===== src/rtl/slot_timer_pkg.sv =====
package slot_timer_pkg;
  // Action the fine counter takes at the coming clock edge
  typedef enum logic [1:0] {
    FA_IDLE = 2'd0,
    FA_LOAD = 2'd1,
    FA_STEP = 2'd2,
    FA_WRAP = 2'd3
  } fine_act_e;
endpackage


===== src/rtl/slot_timer_fine.sv =====
module slot_timer_fine
  import slot_timer_pkg::*;
#(
  parameter int FW = 12
) (
  input  logic          clk,
  input  logic          rst,
  input  logic          tick_us,
  input  logic          hold,
  input  logic          load,
  input  logic [FW-1:0] window,
  input  logic [FW-1:0] preset,
  output logic [FW-1:0] cnt,
  output fine_act_e     act
);
  localparam logic [FW-1:0] ONE = {{(FW-1){1'b0}}, 1'b1};

  always_comb begin
    if (load)                 act = FA_LOAD;
    else if (hold || !tick_us) act = FA_IDLE;
    else if (cnt >= window)   act = FA_WRAP;
    else                      act = FA_STEP;
  end

  always_ff @(posedge clk) begin
    if (rst) cnt <= '0;
    else begin
      case (act)
        FA_LOAD: cnt <= preset;
        FA_STEP: cnt <= cnt + ONE;
        FA_WRAP: cnt <= '0;
        default: cnt <= cnt;
      endcase
    end
  end

  a_r2_fine_wrap: assert property (@(posedge clk) disable iff (rst)
    (tick_us && !hold && !load && cnt >= window) |=> (cnt == '0));
  a_r4_hold_freeze: assert property (@(posedge clk) disable iff (rst)
    (hold && !load) |=> $stable(cnt));
  a_r5_load_fine: assert property (@(posedge clk) disable iff (rst)
    load |=> (cnt == $past(preset)));
endmodule


===== src/rtl/slot_timer_slot.sv =====
module slot_timer_slot
  import slot_timer_pkg::*;
#(
  parameter int SW = 32
) (
  input  logic          clk,
  input  logic          rst,
  input  fine_act_e     act,
  input  logic [SW-1:0] preset,
  output logic [SW-1:0] cnt
);
  localparam logic [SW-1:0] ONE = {{(SW-1){1'b0}}, 1'b1};

  always_ff @(posedge clk) begin
    if (rst)                cnt <= '0;
    else if (act == FA_LOAD) cnt <= preset;
    else if (act == FA_WRAP) cnt <= cnt + ONE;
  end

  a_r2_slot_step: assert property (@(posedge clk) disable iff (rst)
    (act == FA_WRAP) |=> (cnt == $past(cnt) + ONE));
  a_r3_slot_rollover: assert property (@(posedge clk) disable iff (rst)
    (act == FA_WRAP && cnt == '1) |=> (cnt == '0));
  a_r5_load_slot: assert property (@(posedge clk) disable iff (rst)
    (act == FA_LOAD) |=> (cnt == $past(preset)));
endmodule


===== src/rtl/slot_timer_flags.sv =====
module slot_timer_flags
  import slot_timer_pkg::*;
#(
  parameter int FW = 12
) (
  input  logic          clk,
  input  logic          rst,
  input  fine_act_e     act,
  input  logic [FW-1:0] fine_cnt,
  input  logic [FW-1:0] offset,
  input  logic          flag_clr,
  input  logic          ie_slot,
  input  logic          ie_over,
  output logic          slot_flag,
  output logic          over_flag,
  output logic          irq
);
  localparam logic [FW-1:0] ONE = {{(FW-1){1'b0}}, 1'b1};

  logic ev;
  logic slot_n, over_n;

  always_comb begin
    ev = ((act == FA_STEP) && (fine_cnt + ONE == offset)) ||
         ((act == FA_WRAP) && (offset == '0));
    slot_n = (slot_flag && !flag_clr) || ev;
    over_n = (over_flag && !flag_clr) || (ev && slot_flag && !flag_clr);
  end

  always_ff @(posedge clk) begin
    if (rst) begin
      slot_flag <= 1'b0;
      over_flag <= 1'b0;
      irq       <= 1'b0;
    end else begin
      slot_flag <= slot_n;
      over_flag <= over_n;
      irq       <= (slot_n && ie_slot) || (over_n && ie_over);
    end
  end

  a_r6_no_event_idle: assert property (@(posedge clk) disable iff (rst)
    (act != FA_STEP && act != FA_WRAP && !slot_flag) |=> !slot_flag);
  a_r7_overrun_set: assert property (@(posedge clk) disable iff (rst)
    (ev && slot_flag && !flag_clr) |=> over_flag);
  a_r8_clear: assert property (@(posedge clk) disable iff (rst)
    (flag_clr && !ev) |=> (!slot_flag && !over_flag));
  a_r8_clear_vs_event: assert property (@(posedge clk) disable iff (rst)
    (flag_clr && ev) |=> (slot_flag && !over_flag));
  a_r9_irq_mask: assert property (@(posedge clk) disable iff (rst)
    1'b1 |=> (irq == ((slot_flag && $past(ie_slot)) || (over_flag && $past(ie_over)))));
endmodule


===== src/rtl/slot_timer.sv =====
module slot_timer
  import slot_timer_pkg::*;
#(
  parameter int FINE_W = 12,
  parameter int SLOT_W = 32
) (
  input  logic              clk,
  input  logic              rst,
  input  logic              tick_us,
  input  logic              hold,
  input  logic              load,
  input  logic [FINE_W-1:0] fine_preset,
  input  logic [SLOT_W-1:0] slot_preset,
  input  logic [FINE_W-1:0] window,
  input  logic [FINE_W-1:0] offset,
  input  logic              flag_clr,
  input  logic              ie_slot,
  input  logic              ie_over,
  output logic [FINE_W-1:0] fine_cnt,
  output logic [SLOT_W-1:0] slot_cnt,
  output logic              slot_flag,
  output logic              over_flag,
  output logic              irq
);
  fine_act_e act;

  slot_timer_fine #(.FW(FINE_W)) u_fine (
    .clk(clk), .rst(rst), .tick_us(tick_us), .hold(hold), .load(load),
    .window(window), .preset(fine_preset), .cnt(fine_cnt), .act(act)
  );

  slot_timer_slot #(.SW(SLOT_W)) u_slot (
    .clk(clk), .rst(rst), .act(act), .preset(slot_preset), .cnt(slot_cnt)
  );

  slot_timer_flags #(.FW(FINE_W)) u_flags (
    .clk(clk), .rst(rst), .act(act), .fine_cnt(fine_cnt), .offset(offset),
    .flag_clr(flag_clr), .ie_slot(ie_slot), .ie_over(ie_over),
    .slot_flag(slot_flag), .over_flag(over_flag), .irq(irq)
  );

  a_r1_reset_state: assert property (@(posedge clk)
    rst |=> (fine_cnt == '0 && slot_cnt == '0 && !slot_flag && !over_flag && !irq));
endmodule


===== config.mk =====
export PLATFORM = sky130hd
export DESIGN_NAME = slot_timer
export DESIGN_NICKNAME = d
export VERILOG_FILES = /design/src/rtl/slot_timer_pkg.sv /design/src/rtl/slot_timer_fine.sv /design/src/rtl/slot_timer_slot.sv /design/src/rtl/slot_timer_flags.sv /design/src/rtl/slot_timer.sv
export SDC_FILE = /design/constraint.sdc
export NUM_CORES = 1
export LEC_CHECK = 0
export ABC_AREA = 1
export BUFFER_PORTS_ARGS = -buffer_cell sky130_fd_sc_hd__buf_4
export CAP_MARGIN = 20
export CORE_UTILIZATION = 50
export DETAILED_ROUTE_END_ITERATION = 16
export GPL_ROUTABILITY_DRIVEN = 0
export PLACE_DENSITY = 0.85
export SLEW_MARGIN = 20
export SYNTH_ARGS = -nofsm -noshare
export SYNTH_HDL_FRONTEND = slang
export SYNTH_HIERARCHICAL = 1
export SYNTH_SLANG_ARGS = --single-unit

===== constraint.sdc =====
create_clock -name clk -period 3.8 [get_ports clk]
set_input_delay 0.57 -clock clk [delete_from_list [all_inputs] [get_ports clk]]
set_output_delay 0.57 -clock clk [all_outputs]
set_load 0.02 [all_outputs]

Word level (Yosys, flattened, before mapping)
Index checks and enable logic that the tools add are counted.

storage, ports and cells
  memories kept = 0
  input port bits = 76
  bits in read-only memories = 0
  output and inout port bits = 47
  bits in latches = 0
  flip-flop bits (word level) = 47
  logic and storage cells = 36
  RAM bits = 0

operators by class
  muxes and demuxes = 6
  reduce and logical (&&, ||, !) cells = 18
  divide/modulo/power cells = 0
  shift operators = 0
  $mul = 0
  order comparisons = 1
  add/sub/neg operators = 2
  bitwise logic cells = 0
  equal/unequal tests = 4

operators with widths
  operator                                                               count
  32-bit 2-to-1 mux                                                      2
  12-bit one-hot mux with 3 select lines                                 1
  32-bit by 1-bit adder with 32-bit output, second input constant        1
  12-bit by 1-bit adder with 12-bit output, second input constant        1
  12-bit equality test                                                   1
  12-bit >= comparator                                                   1
  12-bit zero test                                                       1
  1-bit logical AND                                                      8
  1-bit logical OR                                                       5
  2-bit equality test, second input constant                             2
  2-bit 2-to-1 mux                                                       2
  3-bit nonzero test                                                     1
  2-bit by 1-bit equality test with 1-bit output, second input constant  1
  1-bit zero test                                                        2
  2-bit nonzero test                                                     1
  1-bit 2-to-1 mux                                                       1

Logic depth before layout (Yosys ltp)
  depth in word-level cells = 12
  depth in mapped cells = 17
  gate-level depth less buffers = 16

By module
Netlist, hierarchy kept.

by module, submodules not included
  module            seq. area each (um^2)  area each (um^2)  cells each  times used
  slot_timer_slot   640.6                  2423.6            405         1
  slot_timer_fine   240.2                  1247.4            195         1
  slot_timer_flags  60.1                   691.9             143         1

Worst setup path after synthesis
Ideal clock, no wire load.

  kind = input -> register
  start point = input window[11]
  end point = register u_slot.cnt[12]
  slack = 1.334 ns
  setup time = 0.134 ns
  data required time = 3.666 ns
  buffers on the path = 2
  stages on the path = 15
  data arrival time = 2.332 ns
  cell sequence = inv_1 -> ha_1 -> nand2_1 -> nor2_1 -> nand2_1 -> nor2_2 -> nor2_4 -> a21oi_1 -> or2_1 -> buf_2 -> inv_2 -> buf_2 -> nor3_1 -> a22oi_1 -> a21oi_1

on the way
  cells in the longest elaborated chain, start to end = 6
  elaborated cells on any way between the ends = 8
  classes of those cells = order compare: 1; eq/ne: 2; mux: 4; reduce/logical: 1

RTL lines
  what                                                                                   line                                          source
  start, declared                                                                        slot_timer.sv:14                              input logic [FINE_W-1:0] window,
  12-bit >= comparator (*)                                                               slot_timer_fine.sv:21                         else if (cnt >= window) act = FA_WRAP;
  1-bit 2-to-1 mux (*)                                                                   slot_timer_fine.sv:21
  2-bit 2-to-1 mux (*)                                                                   slot_timer_fine.sv:20                         else if (hold || !tick_us) act = FA_IDLE;
  2-bit 2-to-1 mux (*)                                                                   slot_timer_fine.sv:19                         if (load) act = FA_LOAD;
  net act[0]                                                                             slot_timer.sv:25                              fine_act_e act;
  2-bit by 1-bit equality test with 1-bit output or 2-bit equality test (tied branches)  slot_timer_slot.sv:16, slot_timer_slot.sv:17
  32-bit 2-to-1 mux or 2-bit nonzero test (tied branches)                                --
  end signal, assigned                                                                   slot_timer_slot.sv:16                         else if (act == FA_LOAD) cnt <= preset;
  end signal, assigned                                                                   slot_timer_slot.sv:17                         else if (act == FA_WRAP) cnt <= cnt + ONE;
  end, declared                                                                          slot_timer_slot.sv:10                         output logic [SW-1:0] cnt

Mark *: on every way through the listed nets, which the timed path passes. The rest lies on a longest branch.
A chain may end at the register's enable or synchronous reset.

Final worst setup path
  start point = register u_fine.cnt[0]
  end point = register u_slot.cnt[19]

on the way
  cells in the longest elaborated chain, start to end = 6
  elaborated cells on any way between the ends = 8
  classes of those cells = order compare: 1; eq/ne: 2; mux: 4; reduce/logical: 1

RTL lines
  what                                                                                   line                                          source
  start, declared                                                                        slot_timer_fine.sv:13                         output logic [FW-1:0] cnt,
  start signal, assigned                                                                 slot_timer_fine.sv:29                         FA_LOAD: cnt <= preset;
  start signal, assigned                                                                 slot_timer_fine.sv:30                         FA_STEP: cnt <= cnt + ONE;
  start signal, assigned                                                                 slot_timer_fine.sv:32                         default: cnt <= cnt;
  12-bit >= comparator (*)                                                               slot_timer_fine.sv:21
  1-bit 2-to-1 mux (*)                                                                   slot_timer_fine.sv:21
  2-bit 2-to-1 mux (*)                                                                   slot_timer_fine.sv:20
  2-bit 2-to-1 mux (*)                                                                   slot_timer_fine.sv:19
  net act[0]                                                                             slot_timer.sv:25
  2-bit by 1-bit equality test with 1-bit output or 2-bit equality test (tied branches)  slot_timer_slot.sv:16, slot_timer_slot.sv:17
  32-bit 2-to-1 mux or 2-bit nonzero test (tied branches)                                --

Marked as above.

==> flow_summary_export.csv <==
group,metric,value,unit
outcome,status,"finished, final reports clean",
clocking,clk_latency,0.30,ns
clocking,cts.repair.resized,0,
synthesis,synth_edf_count,0,
synthesis,synthArstFlopShare,0,%
final_layout,drive_gt1_share,22.9,%
global_route,grt_pass1_wl,21.5,mm
worst_setup_path,r2r_end,"u_slot/cnt[19]",
worst_setup_path,rr_worst_depth,14,
clocking,cts.sink_count,47,
sta,hold_viol,0,
sta,hold_ws,0.501,ns
global_route,antenna_found_initial,0,
synthesis,synth-main-ff-cell,"dfxtp_1",
global_route,grt_max_degree,47,
synthesis,synth_top_area_cell,"dfxtp_1",
worst_setup_path,required,3.98,ns
pwr,p_leak,0.00253,uW
worst_setup_path,crit-reg2reg-launch,"u_fine/cnt[0]",
synthesis,syn_avg_cell_area,5.87,um^2
hold_path,min_path_type,"in2reg",
clocking,cts_tree,"yes",
sta,tightest_slew,0.518,ns
floorplanning,core,0.00834,mm^2
synthesis,syn_area,0.00436,mm^2
clocking,cts_buffers,5,
synthesis,syn_inst,743,
floorplanning,fp.dieW,95.4,um
route,detail-route-antenna-nets,0,
synthesis,yosys-top-cells-count,"227 x nand2_1, 89 x inv_1, 86 x nor2_1",
clocking,clockBufferDepth,2,
placement,dpl.cell_count,961,
clocking,clockRootBuffer,"clkbuf_8",
floorplanning,rows,33,
sta,setup_viol,0,
placement,port_buffers,122,
floorplanning,dieArea,0.00910,mm^2
hold_path,min-delay-start,"ie_slot",
global_route,overflow,0,
worst_setup_path,path_class,"reg2reg",
worst_setup_path,path_max_fanout,31,
synthesis,synth_seq_cells,47,
route,wl,13.4,mm
final_layout,synthToLayoutAreaGrowth,24.6,%
sta,fin_skew,0.00498,ns
route,route.detailed.drc,0,
sta,finalMaxSlewViolations,0,
synthesis,synth-seq-area-share,21.6,%
synthesis,yosys_warnings,6,
route,vias,5295,
final_layout,num_antenna_cells,0,
clocking,post_cts_buffers,0,
synthesis,synth_area_leaders,"dfxtp_1 22%, nand2_1 20%, inv_1 7.7%, nor2_1 7.4%, nand3_1 7.1%",
route,avgRoutedWirePerCell,13.9,um
route,detail_route.vias_per_cell,5.47,
route,drtIter0Drc,437,
sta,rsz0062_at_grt,"false",
pwr,vdd.ir_drop.worst,0.000158,V
worst_setup_path,worstPathArrival,3.13,ns
run,cap_violations,0,
worst_setup_path,reg2reg_slack,0.85,ns
placement,dp_hpwl,10.1,mm
floorplanning,io_pins,123,
synthesis,synth_top_area_share,21.6,%
hold_path,holdPathEnd,"u_flags/irq",
synthesis,synth_cell_type_count,44,
global_route,first_global_vias,4709,
sta,finalCritPeriodShare,77.5,%
sta,worst_slew_margin_rel,65.4,%
sta,fmax,0.339,GHz
worst_setup_path,end_kind,"flip-flop",
sta,min_period,2.95,ns
hold_path,hold_depth,3,
worst_setup_path,cp-start-kind,"flip-flop",
clocking,h-tree-depth,2,
floorplanning,die_h,95.4,um
synthesis,synth_fp_nets,834,
synthesis,yosysMostFrequentCell,"nand2_1",
clocking,cts_hold_buf,0,
floorplanning,initial_utilization,52.3,%
sta,fin_tns_setup,0,ns
global_route,track_usage,29.5,%
pwr,p_per_area,248,mW/mm^2
route,dr.pass1.iters,5,
final_layout,fin_cells,968,
final_layout,fin_nets,954,
clocking,clk_pin_slew,0.09,ns
[sequential cells by signal, indices dropped and copies added, names as in the netlist]
register,flops
u_flags/irq,1
u_flags/over_flag,1
u_slot/cnt,32
u_flags/slot_flag,1
u_fine/cnt,12
[power by group]
group / total (uW) / switching [uW] / internal [uW]
Combinational: 456 / 263 / 193
Sequential: 576 / 48.9 / 527
Clock: 315 / 172 / 143
[critical path: stages, from the launching register on]
cell and delay, ns:
dfxtp_1 0.60, inv_2 0.13, ha_1 0.30, nand2_1 0.06, nand3_1 0.08, nand2_1 0.06
nand2_1 0.06, nand2_2 0.20, a21oi_1 0.11, or2_1 0.30, inv_2 0.42, buf_4 0.30
nor2_1 0.07, nand2_1 0.08, a21oi_2 0.05
[cell usage in the layout, fill, tap and decap left out, drive strengths merged]
| cell type | count |
|---|---|
| nor2 | 115 |
| nand3 | 62 |
| nand3b | 7 |
| and2 | 2 |
| nor3b | 1 |
| nand2 | 244 |
| xor2 | 3 |
| a21boi | 1 |
| buf | 135 |
| or2 | 1 |
| dfxtp | 47 |
| inv | 96 |
| a311oi | 1 |
| o21ai | 28 |
| a211oi | 3 |
| clkinv | 6 |
| nand4 | 18 |
| nor4 | 5 |
| o21bai | 1 |
| a21oi | 47 |
| o311ai | 1 |
| o211ai | 6 |
| ha | 15 |
| xnor2 | 4 |
| nor3 | 4 |
| clkbuf | 6 |
| a22oi | 3 |
| a221oi | 1 |
[area by class of cell]
| class | instances | area (um^2) |
|---|---|---|
| clock buffers | 6 | 82.6 |
| clock inverters | 1 | 5.00 |
| fillers | 754 | 2900 |
| inverters | 101 | 379 |
| multi-input cells | 573 | 2890 |
| flip-flops and latches | 47 | 941 |
| well taps | 105 | 131 |
| repair buffers | 135 | 1010 |
[layer usage]
metal / vias up / GRT usage (%) / wire length (um)
li1: 2611 / - / -
met1: 2369 / 39.0 / 5800
met2: 292 / 50.6 / 6270
met3: 23 / 3.75 / 1170
met4: 0 / 7.71 / 180
met5: - / 0 / 0
[through the flow]
stage               power (uW)  worst slack (ns)  util [%]  area, um^2
floorplan                  851              1.33         -        4360
global placement          1020             0.947      64.1        5350
detailed placement        1030             0.826      64.1        5350
CTS                       1350             0.914      65.2        5440
global route              1420             0.603      65.2        5440
finish                    1350             0.853      65.2        5440
[how the worst max path moves through the flow]
stage | to | cells after the start | from | slack [ns]
after floorplan | u_slot/cnt[12] | 15 | window[11] | 1.33
after detailed placement | u_slot/cnt[24] | 15 | window[11] | 0.83
after CTS | u_slot/cnt[19] | 14 | u_fine/cnt[0] | 0.91
final | u_slot/cnt[19] | 14 | u_fine/cnt[0] | 0.85
after global routing | u_slot/cnt[9] | 15 | u_fine/cnt[0] | 0.60
after global placement | u_slot/cnt[19] | 15 | window[11] | 0.95
[logic make-up after synthesis]
kind of cell | Yosys count | share of synthesized area [%]
AND/OR/NAND/NOR | 459 | 48.6
AO/OA/AOI/OAI | 92 | 11.8
adder cells (fa/ha/maj) | 15 | 4.30
buffers and inverters | 123 | 12.3
XOR/XNOR | 7 | 1.41
flip-flops | 47 | 21.6
No activity file was read; power rests on OpenSTA's default activity.
